## config.mk

```make
export PLATFORM = sky130hd
export DESIGN_NAME = rtc_calendar
export DESIGN_NICKNAME = d
export VERILOG_FILES = /design/src/rtl/rtc_pkg.sv /design/src/rtl/bcd_step.sv /design/src/rtl/month_len.sv /design/src/rtl/rtc_calendar.sv
export SDC_FILE = /design/constraint.sdc
export NUM_CORES = 1
export LEC_CHECK = 0
export BUFFER_PORTS_ARGS = -buffer_cell sky130_fd_sc_hd__buf_2
export CAP_MARGIN = 15
export CORE_UTILIZATION = 54
export CTS_CLUSTER_SIZE = 20
export DETAILED_ROUTE_END_ITERATION = 16
export PLACE_DENSITY = 0.8
export SYNTH_ARGS = -nofsm -noshare
export SYNTH_HDL_FRONTEND = slang
export SYNTH_HIERARCHICAL = 1
export SYNTH_SLANG_ARGS = --single-unit
```

## constraint.sdc

```tcl
create_clock -name clk_i -period 8 [get_ports clk_i]
set_input_delay 0.8 -clock clk_i [delete_from_list [all_inputs] [get_ports clk_i]]
set_output_delay 0.8 -clock clk_i [all_outputs]
set_load 0.1 [all_outputs]
```

## src/rtl/rtc_pkg.sv

```systemverilog
`timescale 1ns/1ps
package rtc_pkg;
  localparam int DATA_W     = 8;
  localparam int ADDR_W     = 3;
  localparam int NUM_FIELDS = 7;

  typedef enum logic [ADDR_W-1:0] {
    REG_SEC   = 3'd0,
    REG_MIN   = 3'd1,
    REG_HOUR  = 3'd2,
    REG_WDAY  = 3'd3,
    REG_DATE  = 3'd4,
    REG_MONTH = 3'd5,
    REG_YEAR  = 3'd6,
    REG_SPARE = 3'd7
  } reg_addr_e;

  // field storage masks, indexed by register address
  localparam logic [DATA_W-1:0] FIELD_MASK [NUM_FIELDS] =
    '{8'h7F, 8'h7F, 8'h3F, 8'h07, 8'h3F, 8'h1F, 8'hFF};
  localparam logic [DATA_W-1:0] FIELD_RST [NUM_FIELDS] =
    '{8'h00, 8'h00, 8'h00, 8'h01, 8'h01, 8'h01, 8'h00};
  localparam logic [DATA_W-1:0] FIELD_MIN [NUM_FIELDS] =
    '{8'h00, 8'h00, 8'h00, 8'h01, 8'h01, 8'h01, 8'h00};
  // date limit is dynamic; entry 4 is replaced at run time
  localparam logic [DATA_W-1:0] FIELD_MAX [NUM_FIELDS] =
    '{8'h59, 8'h59, 8'h23, 8'h07, 8'h31, 8'h12, 8'h99};
endpackage

```

## src/rtl/bcd_step.sv

```systemverilog
`timescale 1ns/1ps
module bcd_step #(
  parameter int W = 8
) (
  input  logic [W-1:0] cur_i,
  input  logic [W-1:0] min_i,
  input  logic [W-1:0] max_i,
  input  logic         inc_i,
  output logic [W-1:0] nxt_o,
  output logic         wrap_o
);
  logic at_top;
  assign at_top = (cur_i >= max_i);
  assign wrap_o = inc_i && at_top;

  always_comb begin
    if (!inc_i)                nxt_o = cur_i;
    else if (at_top)           nxt_o = min_i;
    else if (cur_i[3:0] >= 4'd9) nxt_o = {cur_i[W-1:4] + 1'b1, 4'h0};
    else                       nxt_o = cur_i + 1'b1;
  end
endmodule

```

## src/rtl/month_len.sv

```systemverilog
`timescale 1ns/1ps
module month_len #(
  parameter int W = 8
) (
  input  logic [W-1:0] month_i,
  input  logic [W-1:0] year_i,
  output logic [W-1:0] last_day_o
);
  logic [W-1:0] year_bin;
  logic         leap;

  // tens*10 + units
  assign year_bin = ({4'h0, year_i[7:4]} << 3) + ({4'h0, year_i[7:4]} << 1) + {4'h0, year_i[3:0]};
  assign leap     = (year_bin[1:0] == 2'b00);

  always_comb begin
    unique case (month_i)
      8'h02:                      last_day_o = leap ? 8'h29 : 8'h28;
      8'h04, 8'h06, 8'h09, 8'h11: last_day_o = 8'h30;
      default:                    last_day_o = 8'h31;
    endcase
  end
endmodule

```

## src/rtl/rtc_calendar.sv

```systemverilog
`timescale 1ns/1ps
module rtc_calendar
  import rtc_pkg::*;
(
  input  logic              clk_i,
  input  logic              rst_ni,
  input  logic              tick_i,
  input  logic              wr_en_i,
  input  logic [ADDR_W-1:0] wr_addr_i,
  input  logic [DATA_W-1:0] wr_data_i,
  input  logic [ADDR_W-1:0] rd_addr_i,
  output logic [DATA_W-1:0] rd_data_o
);
  logic [DATA_W-1:0] field_q  [NUM_FIELDS];
  logic [DATA_W-1:0] field_nx [NUM_FIELDS];
  logic [DATA_W-1:0] lim_max  [NUM_FIELDS];
  logic              inc      [NUM_FIELDS];
  logic              wrap     [NUM_FIELDS];
  logic              stop_q, cen_en_q, cen_q;
  logic [DATA_W-1:0] last_day;

  month_len #(.W(DATA_W)) u_month_len (
    .month_i   (field_q[REG_MONTH]),
    .year_i    (field_q[REG_YEAR]),
    .last_day_o(last_day)
  );

  always_comb begin
    for (int i = 0; i < NUM_FIELDS; i++) lim_max[i] = FIELD_MAX[i];
    lim_max[REG_DATE] = last_day;
  end

  // carry chain; weekday and date both hang off the hour wrap
  always_comb begin
    inc[REG_SEC]   = tick_i && !stop_q;
    inc[REG_MIN]   = wrap[REG_SEC];
    inc[REG_HOUR]  = wrap[REG_MIN];
    inc[REG_WDAY]  = wrap[REG_HOUR];
    inc[REG_DATE]  = wrap[REG_HOUR];
    inc[REG_MONTH] = wrap[REG_DATE];
    inc[REG_YEAR]  = wrap[REG_MONTH];
  end

  for (genvar g = 0; g < NUM_FIELDS; g++) begin : g_field
    bcd_step #(.W(DATA_W)) u_step (
      .cur_i (field_q[g]),
      .min_i (FIELD_MIN[g]),
      .max_i (lim_max[g]),
      .inc_i (inc[g]),
      .nxt_o (field_nx[g]),
      .wrap_o(wrap[g])
    );
  end

  always_ff @(posedge clk_i or negedge rst_ni) begin
    if (!rst_ni) begin
      for (int i = 0; i < NUM_FIELDS; i++) field_q[i] <= FIELD_RST[i];
      stop_q   <= 1'b0;
      cen_en_q <= 1'b0;
      cen_q    <= 1'b0;
    end else begin
      for (int i = 0; i < NUM_FIELDS; i++) begin
        if (wr_en_i && wr_addr_i == ADDR_W'(i)) field_q[i] <= wr_data_i & FIELD_MASK[i];
        else                                   field_q[i] <= field_nx[i];
      end
      if (wr_en_i && wr_addr_i == REG_SEC) stop_q <= wr_data_i[7];
      if (wr_en_i && wr_addr_i == REG_HOUR) begin
        cen_en_q <= wr_data_i[7];
        cen_q    <= wr_data_i[6];
      end else if (wrap[REG_YEAR] && cen_en_q) begin
        cen_q <= ~cen_q;
      end
    end
  end

  always_comb begin
    unique case (reg_addr_e'(rd_addr_i))
      REG_SEC:   rd_data_o = field_q[REG_SEC] | {stop_q, 7'h00};
      REG_MIN:   rd_data_o = field_q[REG_MIN];
      REG_HOUR:  rd_data_o = field_q[REG_HOUR] | {cen_en_q, cen_q, 6'h00};
      REG_WDAY:  rd_data_o = field_q[REG_WDAY];
      REG_DATE:  rd_data_o = field_q[REG_DATE];
      REG_MONTH: rd_data_o = field_q[REG_MONTH];
      REG_YEAR:  rd_data_o = field_q[REG_YEAR];
      default:   rd_data_o = '0;
    endcase
  end

  // ---------------- assertions ----------------
  logic [DATA_W*NUM_FIELDS-1:0] time_vec;
  always_comb
    for (int i = 0; i < NUM_FIELDS; i++) time_vec[i*DATA_W +: DATA_W] = field_q[i];


  stop_freeze_chk: assert property (@(posedge clk_i) disable iff (!rst_ni)
    stop_q && !wr_en_i |=> $stable(time_vec));


  sec_advance_chk: assert property (@(posedge clk_i) disable iff (!rst_ni)
    tick_i && !stop_q && !wr_en_i |=> field_q[REG_SEC] != $past(field_q[REG_SEC]));

  // R3 (assumes host writes legal hours)
  hour_range_chk: assert property (@(posedge clk_i) disable iff (!rst_ni)
    field_q[REG_HOUR] <= 8'h23);


  wday_wrap_chk: assert property (@(posedge clk_i) disable iff (!rst_ni)
    wrap[REG_WDAY] && !wr_en_i |=> field_q[REG_WDAY] == 8'h01);


  cen_hold_chk: assert property (@(posedge clk_i) disable iff (!rst_ni)
    !wr_en_i && !cen_en_q |=> $stable(cen_q));


  cen_on_wrap_chk: assert property (@(posedge clk_i) disable iff (!rst_ni)
    !wr_en_i |=> $stable(cen_q) || field_q[REG_YEAR] == 8'h00);


  wr_min_chk: assert property (@(posedge clk_i) disable iff (!rst_ni)
    wr_en_i && wr_addr_i == REG_MIN |=> field_q[REG_MIN] == ($past(wr_data_i) & 8'h7F));
endmodule

```

# == Yosys cells after proc, flatten, opt, wreduce, memory -nomap -nowiden ==
# Index checks and enable logic that the tools add are counted.
# op_classes
n_reduce_logical,28
n_addsub,16
bitwise_logic,3
mux,33
n_eq_ne,17
magnitude_cmp,14
# op_table
op,count
8-bit 2-to-1 mux,28
"8-bit by 1-bit adder with 8-bit output, second input constant",7
8-bit one-hot mux with 7 select lines,1
"4-bit by 1-bit adder with 4-bit output, second input constant",7
"4-bit >= comparator, second input constant",7
"3-bit equality test, second input constant",6
"8-bit by 3-bit equality test with 1-bit output, second input constant",2
"8-bit by 7-bit >= comparator with 1-bit output, second input constant",2
8-bit OR,2
2-bit nonzero test,8
1-bit logical AND,15
"3-bit by 2-bit equality test with 1-bit output, second input constant",4
5-bit one-hot mux with 2 select lines,1
"8-bit by 2-bit equality test with 1-bit output, second input constant",1
"8-bit by 4-bit equality test with 1-bit output, second input constant",1
"8-bit by 5-bit equality test with 1-bit output, second input constant",1
"8-bit by 3-bit >= comparator with 1-bit output, second input constant",1
"8-bit by 5-bit >= comparator with 1-bit output, second input constant",1
8-bit by 6-bit >= comparator with 1-bit output,1
"8-bit by 6-bit >= comparator with 1-bit output, second input constant",1
"8-bit >= comparator, second input constant",1
"3-bit by 1-bit equality test with 1-bit output, second input constant",2
3-bit zero test,2
4-bit OR reduction,1
other kinds (6),8
# totals
reg_bits,59
output_inout_bits,8
word_cells,121
in_bits,18

# == Logic depth before layout (Yosys ltp) ==
# logic_depth
word_depth,12
ltp_mapped,25
ltp_nobuf,14

# == Modules after synthesis ==
# Netlist, hierarchy kept.
# modules_own_cells
module,area_per_inst_um2,seq_area_each_um2,cells_each,n_inst
bcd_step (g_field[0].u_step ...),573.0,0.0,76,6
rtc_calendar,2792.7,1480.2,210,1
bcd_step (g_field[6].u_step),639.4,0.0,83,1
month_len,132.6,0.0,18,1

# == Worst setup path before layout ==
# OpenSTA, ideal clock, no wires.
# synth_timing
path_type,reg2reg
startpoint,register field_q[50] (netlist name)
endpoint,register field_q[6] (netlist name)
period_less_slack_ns,4.747
path_slack_ns,3.253
stages_incl_launch_ff,24
arrival_ns,4.622
cell_sequence,dfrtp_1 ha_1 a211oi_2 o21ai_2 a41oi_4 buf_6 and2b_2 buf_4 buf_2 and2b_2 buf_4 buf_2 and2b_2 buf_4 buf_2 and2b_2 buf_4 buf_2 and2b_2 clkbuf_1 and4_1 o211ai_1 o221ai_1 mux2_2
# synth_rtl
element,line,text
"start, declared",rtc_calendar.sv:14,logic [DATA_W-1:0] field_q [NUM_FIELDS];
"start signal, assigned by index",rtc_calendar.sv:63,if (wr_en_i && wr_addr_i == ADDR_W'(i)) field_q[i] <= wr_data_i & FIELD_MASK[i];
"start signal, assigned by index",rtc_calendar.sv:64,else field_q[i] <= field_nx[i];

==> run summary <==
The sum of negative setup slack came out at 0 ns. The final critical path time including I/O delays and setup is 4.79 ns. In this run the worst path has a maximum fanout of 39. In this run the static leakage power is 3.58 nW. STA classifies the critical path startpoint as a flip-flop. Registers take 1480 sq um. In this run the cell area measured after placement is 7480 sq um.

26 I/O pins were placed. The least setup slack across all paths after layout is 3.21 ns. The area of the core came out at 12600 sq um. The total area of multi-input combinational cells came out at 5320 sq um. TritonCTS created 9 clock buffers. Walking the worst path, the cells encountered are ha_1 -> a211oi_2 -> o21ai_2 -> a41oi_4 -> and2b_2 -> and2b_2 -> and2b_2 -> and2b_2 -> and2b_2 -> nand4b_1 -> a211oi_1 -> a311o_1 -> mux2_2. For the worst setup path, the data arrival time is 5.01 ns. The share of final-layout standard cells stronger than drive strength 1 came out at 17.9%.

The final layout contains 972 nets. Measured along the x axis, the die boundary spans 116 um. The actual transition at the worst max-transition pin is 0.801 ns. The routed wirelength normalized by instance count is 15.5 um. STA classifies the critical path endpoint as a flip-flop. The number of instances in the synthesized netlist is 766.

Setup repair after global routing left no endpoint under its margin. Global routing used 25.7% of the available tracks across all layers. The max capacitance violation total came out at 0. The average size of a mapped cell is 9.13 sq um. The clock input transition at the sequential cells of the worst setup and hold paths is 0.05 ns. The total non-filler cell area in the finished layout is 7740 sq um. The number of global-route vias before repair is 5285. The final-report hold violation count came to 0. In this run the tightest slew margin relative to its limit is 46.6%. The number of rows created at floorplan came out at 41. The area of the die came out at 13400 sq um. The total number of vias is 5817.

The number of cells upsized or downsized after cts came out at 0. The number of DRC violations after detailed-routing iteration 0 is 431. In this run the power density over the cells is 283 nW/um^2. The setup violation total in the final timing report is 0.

The number of iterations in the first detailed-routing pass came out at 5. In the layout the commonest cells are sky130_fd_sc_hd__conb_1, sky130_fd_sc_hd__inv_1, sky130_fd_sc_hd__ha_1, sky130_fd_sc_hd__nand2_1, sky130_fd_sc_hd__mux2_2. The most repeated library cell on the critical path is sky130_fd_sc_hd__and2b_2.

The HPWL reported at the end of detailed placement came out at 12000 um. The clock skew came out at 0.00540 ns. TritonCTS built the clock tree. Summed over all layers, the routed wires come to 16200 um. Leaving out fill and tap cells, the most frequent cell in the layout is sky130_fd_sc_hd__conb_1. After detailed routing, the number of remaining DRC violations is 0.

The largest incremental delay on the critical path is 0.56 ns. The master cell of the clock root buffer is sky130_fd_sc_hd__clkbuf_16. The warning count from the yosys run came out at 6. The worst min-delay path category is reg2reg.

The clock latency reported for the late side of the worst-skew pair is 0.34 ns. The post-cts hold buffer count is 0. Across the VDD grid, the largest voltage drop is 0.000209 V. The post-route antenna net violation count came out at 0. The routability congestion estimate is 0.841. The combined area of all synthesized cells is 6990 sq um. The wire length of the first global-routing pass is 26200 um. The number of setup buffers added after CTS is 0.

The final cycle utilization of the critical path is 59.8%. In the routed layout, each cell is associated on average with a via count of 5.56. The buffer levels on the longest clock path is 2.

The maximum level of the CTS H-tree came out at 3. The run finished with clean final reports. The starting utilization of the core area came out at 55.4%. Derived from the worst setup path, the maximum achievable clock frequency is 209 MHz. For this design, the slowest cell found on the critical path is sky130_fd_sc_hd__a41oi_4. The initial antenna violation count is 0. The maximum number of pins on one net before global-route repair came out at 60.

The setup path with the least slack is of type reg2reg. The total count of max-transition violations in the final report is 0. The fill cell instance count of the final layout came out at 1137. The total grt overflow is 0. The die boundary height is 116 um.

Compared with the post-synthesis result, the final layout area differs by 10.7%. The number of buffers added on ports is 25. At the placement stage, the worst setup path has a slack of 2.92 ns. The worst path required time came out at 8.22 ns. The sink count of the clock tree is 59.

The total inserted antenna cells is 0.
## power by group
group	internal, mW	switching, mW	leakage (nW)
registers	0.413	0.208	0.693
clock network	0.206	0.139	0.132
logic	0.544	0.680	2.76
## per-layer routing
metal / share of wire (%) / GRT usage, %
met5: 0 / 0
met4: 2.2 / 8.97
met3: 6.2 / 4.65
met2: 47 / 42.9
met1: 44 / 33.2
## worst max-delay path: cells and delay by family (launching register included)
family | cells | cell delay [ns]
and+or+nand+nor | 6 | 2.29
AOI/OAI and AO/OA | 5 | 1.32
DFF | 1 | 0.48
adders and majority gates | 1 | 0.30
muxes | 1 | 0.26
## per-stage QoR
stage	utilization, %	power (mW)	instances	hold slack (ns)
final	61.4	2.19	1047	0.568
after global placement	59.2	1.79	1030	0.526
after floorplan	-	1.59	871	0.504
after global routing	61.4	2.36	1047	0.575
after detailed placement	59.2	1.83	1030	0.551
after CTS	61.3	2.19	1046	0.563
## worst paths after layout
kind,endpoint,from,depth (start not counted),slack [ns]
min in group asynchronous,field_q[47],rst_ni,2,0.63
max in group asynchronous,field_q[32],rst_ni,2,6.84
max,field_q[7],field_q[50],13,3.21
min,cen_en_q,cen_en_q,1,0.57
min reg2reg,cen_en_q,cen_en_q,1,0.57
max reg2reg,field_q[7],field_q[50],13,3.21
## cell type report
type                       count  share of cell area (%)
multi-input combinational    686                    68.7
tap                          172                    2.78
clock buffer                  10                    2.96
clock inverter                 6                   0.420
timing repair buffer          28                    1.91
inverter                      86                    4.17
sequential                    59                    19.1
## state kept, by name, summed over array words and instances, names as in the netlist
name,flops
cen_q,1
stop_q,1
cen_en_q,1
field_q,56
(Power assumes the default switching activity.)
